--- config.mk ---
export PLATFORM = sky130hd
export DESIGN_NAME = alu_flag_unit
export DESIGN_NICKNAME = d
export VERILOG_FILES = /design/src/rtl/alu_flag_pkg.sv /design/src/rtl/alu_addsub.sv /design/src/rtl/alu_logic.sv /design/src/rtl/alu_flags.sv /design/src/rtl/alu_flag_unit.sv
export SDC_FILE = /design/constraint.sdc
export NUM_CORES = 1
export LEC_CHECK = 0
export ABC_AREA = 1
export BUFFER_PORTS_ARGS = -buffer_cell sky130_fd_sc_hd__buf_2
export CELL_PAD_IN_SITES_DETAIL_PLACEMENT = 1
export CELL_PAD_IN_SITES_GLOBAL_PLACEMENT = 1
export CORE_MARGIN = 3
export CORE_UTILIZATION = 40
export CTS_BUF_LIST = sky130_fd_sc_hd__clkbuf_16
export CTS_CLUSTER_DIAMETER = 150
export CTS_CLUSTER_SIZE = 10
export DETAILED_ROUTE_END_ITERATION = 8
export PLACE_DENSITY = 0.93
export SLEW_MARGIN = 20
export SYNTH_ARGS = -nofsm -noshare
export SYNTH_HDL_FRONTEND = slang
export SYNTH_SLANG_ARGS = --single-unit
--- constraint.sdc ---
create_clock -name clk -period 8.8 [get_ports clk]
set_clock_uncertainty 0.2 [all_clocks]
set_input_delay 1.76 -clock clk [delete_from_list [all_inputs] [get_ports clk]]
set_output_delay 1.76 -clock clk [all_outputs]
set_load 0.01 [all_outputs]
--- src/rtl/alu_flag_pkg.sv ---
package alu_flag_pkg;

  typedef enum logic [3:0] {
    OP_ADD  = 4'd0,
    OP_ADDC = 4'd1,
    OP_SUB  = 4'd2,
    OP_SUBC = 4'd3,
    OP_CMP  = 4'd4,
    OP_NEG  = 4'd5,
    OP_AND  = 4'd6,
    OP_OR   = 4'd7,
    OP_XOR  = 4'd8,
    OP_MUL  = 4'd9,
    OP_DIV  = 4'd10
  } alu_op_e;

  typedef enum logic [1:0] {
    CLS_ARITH = 2'd0,
    CLS_LOGIC = 2'd1,
    CLS_EXT   = 2'd2,
    CLS_NONE  = 2'd3
  } op_class_e;

  typedef struct packed {
    logic n;
    logic c;
    logic v;
    logic z;
  } alu_flags_t;

endpackage

--- src/rtl/alu_addsub.sv ---
module alu_addsub #(
  parameter int W = 16
) (
  input  logic [W-1:0] a_i,
  input  logic [W-1:0] b_i,
  input  logic         inv_b_i,
  input  logic         carry_i,
  input  logic         byte_i,
  output logic [W-1:0] sum_o,
  output logic         carry_o,
  output logic         ovf_o
);
  localparam int BW = W / 2;
  localparam logic [W-1:0] LOW_MASK = {{(W-BW){1'b0}}, {BW{1'b1}}};

  function automatic logic [W-1:0] narrow(input logic [W-1:0] v, input logic bsel);
    return bsel ? (v & LOW_MASK) : v;
  endfunction

  function automatic logic top_bit(input logic [W-1:0] v, input logic bsel);
    return bsel ? v[BW-1] : v[W-1];
  endfunction

  logic [W-1:0] a_n;
  logic [W-1:0] b_n;
  logic [W:0]   total;
  logic [W-1:0] sum_n;

  always_comb begin
    a_n     = narrow(a_i, byte_i);
    b_n     = narrow(inv_b_i ? ~b_i : b_i, byte_i);
    total   = {1'b0, a_n} + {1'b0, b_n} + {{W{1'b0}}, carry_i};
    sum_n   = narrow(total[W-1:0], byte_i);
    carry_o = byte_i ? total[BW] : total[W];
    ovf_o   = (top_bit(a_n, byte_i) == top_bit(b_n, byte_i)) &&
              (top_bit(sum_n, byte_i) != top_bit(a_n, byte_i));
  end

  assign sum_o = sum_n;

endmodule

--- src/rtl/alu_logic.sv ---
module alu_logic #(
  parameter int W = 16
) (
  input  alu_flag_pkg::alu_op_e op_i,
  input  logic [W-1:0]          a_i,
  input  logic [W-1:0]          b_i,
  input  logic                  byte_i,
  output logic [W-1:0]          res_o
);
  import alu_flag_pkg::*;
  localparam int BW = W / 2;
  localparam logic [W-1:0] LOW_MASK = {{(W-BW){1'b0}}, {BW{1'b1}}};

  logic [W-1:0] raw;

  always_comb begin
    unique case (op_i)
      OP_AND:  raw = a_i & b_i;
      OP_OR:   raw = a_i | b_i;
      OP_XOR:  raw = a_i ^ b_i;
      default: raw = '0;
    endcase
    res_o = byte_i ? (raw & LOW_MASK) : raw;
  end

endmodule

--- src/rtl/alu_flags.sv ---
module alu_flags #(
  parameter int W = 16
) (
  input  logic [W-1:0]                 result_i,
  input  logic                         byte_i,
  input  alu_flag_pkg::op_class_e      cls_i,
  input  logic                         arith_carry_i,
  input  logic                         arith_ovf_i,
  input  logic                         ext_ovf_i,
  input  logic                         div_zero_i,
  input  logic                         chain_z_i,
  input  logic                         z_in_i,
  output alu_flag_pkg::alu_flags_t     flags_o
);
  import alu_flag_pkg::*;
  localparam int BW = W / 2;

  function automatic logic is_zero(input logic [W-1:0] v, input logic bsel);
    return bsel ? (v[BW-1:0] == '0) : (v == '0);
  endfunction

  logic res_zero;

  always_comb begin
    res_zero  = is_zero(result_i, byte_i);
    flags_o.n = byte_i ? result_i[BW-1] : result_i[W-1];
    flags_o.z = chain_z_i ? (z_in_i & res_zero) : res_zero;
    case (cls_i)
      CLS_ARITH: begin
        flags_o.c = arith_carry_i;
        flags_o.v = arith_ovf_i;
      end
      CLS_EXT: begin
        flags_o.c = 1'b0;
        flags_o.v = ext_ovf_i | div_zero_i;
      end
      default: begin
        flags_o.c = 1'b0;
        flags_o.v = 1'b0;
      end
    endcase
  end

endmodule

--- src/rtl/alu_flag_unit.sv ---
module alu_flag_unit #(
  parameter int W = 16
) (
  input  logic         clk,
  input  logic         rst_n,
  input  logic         in_valid,
  input  logic [3:0]   opcode,
  input  logic         byte_mode,
  input  logic [W-1:0] op_a,
  input  logic [W-1:0] op_b,
  input  logic         c_in,
  input  logic         z_in,
  input  logic [W-1:0] ext_result,
  input  logic         ext_ovf,
  output logic         out_valid,
  output logic [W-1:0] result,
  output logic         flag_n,
  output logic         flag_c,
  output logic         flag_v,
  output logic         flag_z
);
  import alu_flag_pkg::*;
  localparam int BW = W / 2;
  localparam logic [W-1:0] LOW_MASK = {{(W-BW){1'b0}}, {BW{1'b1}}};

  alu_op_e    op_e;
  op_class_e  op_cls;
  logic       is_sub;
  logic       add_cin;
  logic       neg_op;
  logic [W-1:0] add_a;
  logic [W-1:0] add_sum;
  logic       add_carry;
  logic       add_ovf;
  logic       arith_c;
  logic       div_by_zero;
  logic       z_chain;
  logic [W-1:0] logic_res;
  logic [W-1:0] ext_res_n;
  logic [W-1:0] res_comb;
  alu_flags_t flags_comb;

  assign op_e = alu_op_e'(opcode);

  // operation decode
  always_comb begin
    is_sub  = 1'b0;
    add_cin = 1'b0;
    neg_op  = 1'b0;
    z_chain = 1'b0;
    op_cls  = CLS_NONE;
    case (op_e)
      OP_ADD:  op_cls = CLS_ARITH;
      OP_ADDC: begin op_cls = CLS_ARITH; add_cin = c_in; z_chain = 1'b1; end
      OP_SUB,
      OP_CMP:  begin op_cls = CLS_ARITH; is_sub = 1'b1; add_cin = 1'b1; end
      OP_SUBC: begin op_cls = CLS_ARITH; is_sub = 1'b1; add_cin = ~c_in; z_chain = 1'b1; end
      OP_NEG:  begin op_cls = CLS_ARITH; is_sub = 1'b1; add_cin = 1'b1; neg_op = 1'b1; end
      OP_AND,
      OP_OR,
      OP_XOR:  op_cls = CLS_LOGIC;
      OP_MUL,
      OP_DIV:  op_cls = CLS_EXT;
      default: op_cls = CLS_NONE;
    endcase
  end

  assign add_a = neg_op ? '0 : op_a;

  alu_addsub #(.W(W)) addsub_i (
    .a_i     (add_a),
    .b_i     (neg_op ? op_a : op_b),
    .inv_b_i (is_sub),
    .carry_i (add_cin),
    .byte_i  (byte_mode),
    .sum_o   (add_sum),
    .carry_o (add_carry),
    .ovf_o   (add_ovf)
  );

  alu_logic #(.W(W)) logic_i (
    .op_i   (op_e),
    .a_i    (op_a),
    .b_i    (op_b),
    .byte_i (byte_mode),
    .res_o  (logic_res)
  );

  // subtraction keeps the inverted-borrow convention
  assign arith_c     = is_sub ? ~add_carry : add_carry;
  assign div_by_zero = (op_e == OP_DIV) &&
                       (byte_mode ? (op_b[BW-1:0] == '0) : (op_b == '0));
  assign ext_res_n   = byte_mode ? (ext_result & LOW_MASK) : ext_result;

  always_comb begin
    case (op_cls)
      CLS_ARITH: res_comb = add_sum;
      CLS_LOGIC: res_comb = logic_res;
      CLS_EXT:   res_comb = ext_res_n;
      default:   res_comb = '0;
    endcase
  end

  alu_flags #(.W(W)) flags_i (
    .result_i      (res_comb),
    .byte_i        (byte_mode),
    .cls_i         (op_cls),
    .arith_carry_i (arith_c),
    .arith_ovf_i   (add_ovf),
    .ext_ovf_i     (ext_ovf),
    .div_zero_i    (div_by_zero),
    .chain_z_i     (z_chain),
    .z_in_i        (z_in),
    .flags_o       (flags_comb)
  );

  always_ff @(posedge clk) begin
    if (!rst_n) begin
      out_valid <= 1'b0;
      result    <= '0;
      flag_n    <= 1'b0;
      flag_c    <= 1'b0;
      flag_v    <= 1'b0;
      flag_z    <= 1'b0;
    end else begin
      out_valid <= in_valid;
      if (in_valid) begin
        result <= res_comb;
        flag_n <= flags_comb.n;
        flag_c <= flags_comb.c;
        flag_v <= flags_comb.v;
        flag_z <= flags_comb.z;
      end
    end
  end

endmodule

==> key figures, run 1 <==
Run status
  – Outcome: completed

Power
  – Combinational share of power: 52.6%
  – Max VDD drop: 61.3 uV
  – Sw frac: 43.6%
  – Flop pwr share: approximately 25%
  – Clock Power Share: about 23%
  – Switch Pwr: 185 uW
  – PwrDens: about 110 nW/um^2
  – Total internal power: 240 uW
  – Pleak: around 0.0024 uW

Global routing
  – Vias in the first global route: 4525
  – Largest net degree at the start of global routing: 34
  – Antenna violations before repair: 0
  – Total global routing overflow: 0
  – First-pass GRT wire length: ~21000 um
  – GRT Total Usage: 26.3%

Floorplan
  – Die width: 99.9 um
  – Num rows: 33
  – Initial Util: 42.1%
  – Core ar.: 8380 um^2
  – Area of the die: between 9000 and 10000 um^2
  – IO Count: 80
  – Die H: roughly 100 um

Clock tree
  – Post-CTS setup buffer count: 0
  – CTS HTree Levels: 1
  – CTS root buf: clkbuf_16
  – TritonCTS clock tree: done
  – Worst-Skew Late Latency: 0.25 ns
  – Num CTS Buffers: 3
  – Gates resized, CTS repair: 0
  – Clock sinks: 21
  – Clk buf depth: 2
  – Reg clk slew, reported paths: about 0.05 ns
  – Post-CTS Hold Fix Bufs: 0

Setup path
  – CP Max Fanout: 33
  – Critical Path AT: slightly below 5 ns
  – Kind of critical path: in2reg
  – Worst EP required: 8.78 ns
  – Worst-path cell chain: buf_2 -> nor2_2 -> nand2_2 -> nand2_1 -> o21ai_0 -> xor2_1 -> fa_1 -> inv_1 -> fa_1 -> nand2_1 -> nand2_1 -> and2_1 -> nand3_1 -> nand3_1 -> nand2_1 -> nand3_1 -> nand2_1 -> inv_1 -> nand2_1 -> nor2_1 -> nand3_1 -> a21oi_1
  – Slowest cell on the critical path: fa_1
  – Worst Path Buf+Inv: 3
  – Cell depth of the worst flop-to-flop path: 4
  – Stages on the worst setup path: 22
  – Critical Path Most Common Cell: nand2_1
  – Worst setup SP type: input port
  – Setup crit end kind: flip-flop
  – Max incr delay on CP: 0.43 ns
  – Largest delay contributor family on the critical path: simple AND/OR/NAND/NOR gates

Worst hold path
  – Hold path cells: 2
  – Hold crit path type: reg2reg

Detailed routing
  – TritonRoute pass-1 iters: 4
  – Via count: 4285
  – DR WL met2: 6730 um
  – Met3 wire len: 689 um
  – DR top layer: met4
  – 1st-iter DRT viols: 186
  – Met1 WL: 5420 um
  – Post-route ant nets: 0
  – Final wirelength: 13300 um
  – Vias/cell: 5.44
  – # DRC: 0
  – Avg WL per Cell: 16.8 um

Job
  – Maxcap violations: 0

STA
  – Worst Tran Pin Value: between 0.9 and 1 ns
  – Hold WS: 0.274 ns
  – Endpoints failing setup: 0
  – Slew margin rel.: ~38%
  – Part of the cycle the worst path needs: about 57%
  – Max-slew violations: 0
  – Tmin final: 4.99 ns
  – Final hold vios: 0
  – RSZ-0062 raised after global routing: false
  – Setup TNS: 0 ns
  – F_max: 201 MHz

Final layout
  – Final nets: 791
  – Layout cell share with drive strength beyond 1: approximately 15%
  – Layout fillers: 1235
  – Most frequent cells in the layout: nand2_1 (189), inv_1 (104), buf_2 (79), nor2_1 (52), ha_1 (47)
  – Fin area: 4050 um^2
  – Area added between synthesis and finish: 14.8%
  – Multi-input gate area: 2590 um^2
  – # diodes: 0
  – FF+latch area: between 400 and 500 um^2
  – Commonest non-fill, non-tap cell in the layout: nand2_1

Place
  – Detail Placement HPWL: around 11000 um
  – Buffers added on ports: 79
  – Final Wtd Congestion: roughly 1
  – Placed Instance Area: 3970 um^2

Synthesis
  – Register area share after synthesis: a little under an eighth
  – #FFs+latches synth: 21
  – Avg Synthesized Cell Area: 5.73 um^2
  – Ys Warns: 0
  – Cell variety after synth: 37
  – Mapped Cells: 615
  – Post-Syn Area: between 3000 and 4000 um^2
  – Post-synthesis net count: 723
## cells in the mapped netlist, drive strengths merged
| cell type | n | area, um^2 |
|---|---|---|
| o21ai | 33 | 169 |
| buf | 9 | 58.8 |
| dfxtp | 21 | 420 |
| o2111ai | 2 | 17.5 |
| o211a | 1 | 10.0 |
| ha | 47 | 588 |
| xnor2 | 1 | 8.76 |
| fa | 2 | 40.0 |
| o21bai | 1 | 7.51 |
| a21oi | 24 | 120 |
| nor3b | 1 | 7.51 |
| nand3 | 41 | 205 |
| clkbuf | 7 | 26.3 |
| a22oi | 8 | 60.1 |
| and2 | 2 | 12.5 |
| o211ai | 18 | 135 |
| nand3b | 7 | 52.6 |
| nor4 | 2 | 12.5 |
| a31oi | 3 | 18.8 |
| nand2 | 194 | 741 |
| nor3 | 3 | 15.0 |
| nor2 | 57 | 241 |
| nand4 | 6 | 37.5 |
| inv | 113 | 427 |
| xor2 | 7 | 61.3 |
| or2 | 4 | 25.0 |
| a21boi | 1 | 7.51 |
## final cells by class
| type | count | share of cell area [%] |
|---|---|---|
| Clock buffer | 3 | 1.85 |
| Clock inverter | 1 | 0.124 |
| Inverter | 113 | 10.5 |
| Multi-Input combinational cell | 465 | 64.1 |
| Sequential cell | 21 | 10.4 |
| Tap cell | 105 | 3.25 |
| Timing Repair Buffer | 79 | 9.77 |
## power by group through the flow
stage	clock network (uW)	logic [uW]	registers, uW
2_1_floorplan	0	141	111
3_3_place_gp	0	207	107
3_5_place_dp	0	219	108
4_1_cts	97.5	222	106
5_1_grt	102	251	107
6_report	95.8	224	106
## sequential cells by signal, summed over array words and instances, names as in the netlist
name and count:
flag_c 1, flag_n 1, flag_v 1, flag_z 1, out_valid 1, result 16
## routing by layer
metal  global-route usage (%)  up-vias
li1                         -     2086
met1                     32.2     2049
met2                     48.0      115
met3                     2.36       35
met4                     8.93        0
met5                        0        -
## metrics by stage
step | setup slack [ns] | total power [uW] | util (%) | cells
finish | 3.81 | 425 | 48.3 | 787
global route | 3.49 | 460 | 48.3 | 787
CTS | 3.84 | 425 | 48.3 | 787
detailed placement | 3.61 | 327 | 47.3 | 783
global placement | 3.81 | 314 | 47.3 | 783
floorplan | 4.29 | 252 | - | 615
## tightest hold or removal path: stages, from the launching register on
cell      delay [ns]
dfxtp_1         0.32
o211ai_1        0.08
inv_1           0.05
## path summary, 6_finish.rpt
path / from / endpoint / slack [ns]
worst max register to register: result[7] / result[7] / 7.85
worst min-delay path: result[12] / result[12] / 0.27
worst max-delay path: opcode[1] / flag_z / 3.81
worst min register to register: result[12] / result[12] / 0.27
## cell families after synthesis
group	Yosys count	share of synthesized area, %
adders and majority gates	49	17.8
and+or+nand+nor	317	38.3
DFF	21	11.9
buffers and inverters	129	14.5
xor gates and xnor gates	8	1.99
AOI/OAI and AO/OA	91	15.5
Power figures use the tool's default switching activity.
==> run 2: changes to the inputs <==
Settings changed: CORE_UTILIZATION 40 to 34, PLACE_DENSITY 0.93 to 0.85.
Clock period 8.8 ns to 4.23 ns, I/O delays scaled along.
==> run 2 against run 1 <==
Hold slack improved by 0.0032 ns. Critical endpoint is now flag_v. Clock power increased by 110%. Non-clock buffer count increased by 5. Design area increased by 1.8%. Largest cell class unchanged. Combinational power increased by 100%. Final cell count increased by 4.2%.
==> key figures, run 2 (same netlist as run 1, synthesis figures left out) <==
Run status
  – Outcome: completed (unchanged)

STA
  – Setup TNS: 0 ns (unchanged)
  – Tmin final: 3.81 ns
  – Worst Tran Pin Value: 0.501 ns (was 0.934 ns)
  – RSZ-0062 raised after global routing: false (unchanged)
  – Endpoints failing setup: 0 (unchanged)
  – F_max: between 200 and 300 MHz
  – Max-slew violations: 0 (unchanged)
  – Slew margin rel.: 66.6% (was 37.7%)
  – Part of the cycle the worst path needs: 90.2%
  – Final hold vios: 0 (unchanged)

Power
  – Switch Pwr: 374 uW (was 185 uW)
  – Combinational share of power: 51.8% (was 52.6%)
  – Max VDD drop: 149 uV (was 61.3 uV)
  – Pleak: 0.00245 uW (was 0.00243 uW)
  – Sw frac: 42.7% (was 43.6%)
  – Flop pwr share: 25.1% (was 24.8%)
  – Clock Power Share: 23.0% (was 22.5%)
  – Total internal power: 502 uW (was 240 uW)
  – PwrDens: 213 nW/um^2 (was 105 nW/um^2)

Final layout
  – Commonest non-fill, non-tap cell in the layout: nand2_1 (unchanged)
  – Core Util, Final: 41.6% (was 48.3%)
  – Most frequent cells in the layout: nand2_1 (189), inv_1 (104), buf_2 (79), nor2_1 (52), ha_1 (47) (unchanged)
  – # diodes: 0 (unchanged)
  – Area added between synthesis and finish: 16.9% (was 14.8%)
  – Largest Register: result (unchanged)
  – Max reg flops: 16 (unchanged)
  – Final nets: 796 (was 791)
  – Layout cell share with drive strength beyond 1: 15.9% (was 15.2%)

Worst hold path
  – Hold crit path type: reg2reg (unchanged)

Clock tree
  – Post-CTS Hold Fix Bufs: 0 (unchanged)
  – Num CTS Buffers: 3 (unchanged)
  – Worst-Skew Late Latency: 0.26 ns (was 0.25 ns)
  – Post-CTS setup buffer count: 0 (unchanged)
  – Clock sinks: 21 (unchanged)
  – TritonCTS clock tree: done (unchanged)
  – Gates resized, CTS repair: 0 (unchanged)
  – CTS root buf: clkbuf_16 (unchanged)
  – Reg clk slew, reported paths: 0.06 ns (was 0.05 ns)
  – CTS HTree Levels: 1 (unchanged)
  – Clk buf depth: 2 (unchanged)

Floorplan
  – Core ar.: 9910 um^2 (was 8380 um^2)
  – Die width: 108 um (was 99.9 um)
  – IO Count: 80 (unchanged)
  – Area of the die: 11600 um^2 (was 9980 um^2)
  – Die H: 108 um (was 99.9 um)
  – Initial Util: 35.6% (was 42.1%)
  – Num rows: 36 (was 33)

Detailed routing
  – 1st-iter DRT viols: 179 (was 186)
  – Final wirelength: 12300 um (was 13300 um)
  – TritonRoute pass-1 iters: 4 (unchanged)
  – Vias/cell: 5.05 (was 5.44)
  – # DRC: 0 (unchanged)
  – Via count: 4139 (was 4285)
  – Avg WL per Cell: 15.1 um (was 16.8 um)
  – Post-route ant nets: 0 (unchanged)

Setup path
  – Critical R2R Launch: result[8] (was result[7])
  – Cell depth of the worst flop-to-flop path: 4 (unchanged)
  – Worst EP required: 4.22 ns (was 8.78 ns)
  – Critical path capture point: flag_v (was flag_z)
  – Setup crit end kind: flip-flop (unchanged)
  – Critical Path AT: 3.80 ns (was 4.96 ns)
  – FF-to-FF setup slack: 3.31 ns (was 7.85 ns)
  – CP Max Fanout: 24 (was 33)
  – Reg2reg end: result[8] (was result[7])
  – Kind of critical path: in2reg (unchanged)
  – Worst setup SP type: input port (unchanged)
  – CP startpoint: opcode[0] (was opcode[1])

Global routing
  – First-pass GRT wire length: 20100 um (was 21400 um)
  – Total global routing overflow: 0 (unchanged)
  – Largest net degree at the start of global routing: 32 (was 34)
  – GRT Total Usage: 21.2% (was 26.3%)
  – Antenna violations before repair: 0 (unchanged)
  – Vias in the first global route: 4275 (was 4525)

Job
  – Maxcap violations: 0 (unchanged)

Place
  – Final Wtd Congestion: 0.877 (was 0.984)
  – Detail Placement HPWL: 10600 um (was 11400 um)
  – Buffers added on ports: 79 (unchanged)
-- run 2: area by class of cell --
| type | count | area (um^2) |
|---|---|---|
| Sequential cell | 21 | 420 |
| Clock buffer | 3 | 75.1 |
| Inverter | 113 | 427 |
| Multi-Input combinational cell | 465 | 2590 |
| Fill cell | 1441 | 5790 |
| Clock inverter | 1 | 5.00 |
| Tap cell | 133 | 166 |
| Timing Repair Buffer | 84 | 433 |
-- run 2: worst min path at each step --
stage | depth (start not counted) | start | endpoint | slack (ns)
global placement | 2 | result[13] | result[13] | 0.26
finish | 2 | flag_z | flag_z | 0.28
floorplan | 2 | flag_c | flag_c | 0.29
CTS | 2 | flag_z | flag_z | 0.27
detailed placement | 2 | flag_z | flag_z | 0.27
global route | 2 | result[13] | result[13] | 0.31
-- run 2: per-layer routing --
layer,track usage [%],routed length (um),vias up
li1,-,-,2094
met1,28.9,6120,1940
met2,36.6,5630,91
met3,1.74,486,14
met4,3.70,108,0
met5,0,0,-
-- run 2: stage by stage --
stage / setup WS [ns] / cell area, um^2 / power (uW) / hold slack, ns / std cells
after CTS: 0.430 / 4120 / 875 / 0.275 / 820
after global routing: 0.112 / 4120 / 951 / 0.307 / 820
final: 0.416 / 4120 / 876 / 0.277 / 820
after global placement: 0.303 / 4040 / 651 / 0.256 / 816
after floorplan: 0.638 / 3530 / 524 / 0.290 / 615
after detailed placement: 0.202 / 4040 / 675 / 0.266 / 816
-- run 2: power by group through the flow --
stage,logic (uW),registers (uW),clock network (uW)
finish,454,220,202
global route,515,222,214
CTS,453,220,202
detailed placement,451,224,0
global placement,427,224,0
floorplan,293,231,0
-- run 2: critical path, cell delays in order --
cell	delay, ns
buf_2	0.11
inv_2	0.06
nor2_2	0.13
nand2_2	0.14
buf_4	0.24
o21ai_0	0.30
o21ai_0	0.13
a21oi_1	0.17
ha_1	0.33
nand2_1	0.13
inv_1	0.07
nand2_1	0.06
nand2_1	0.07
a21oi_1	0.20
nand3_1	0.13
nand3_1	0.15
nand2_1	0.07
nand2_1	0.06
nand3_1	0.07
nand2_1	0.11
nand2_1	0.07
a21oi_1	0.15
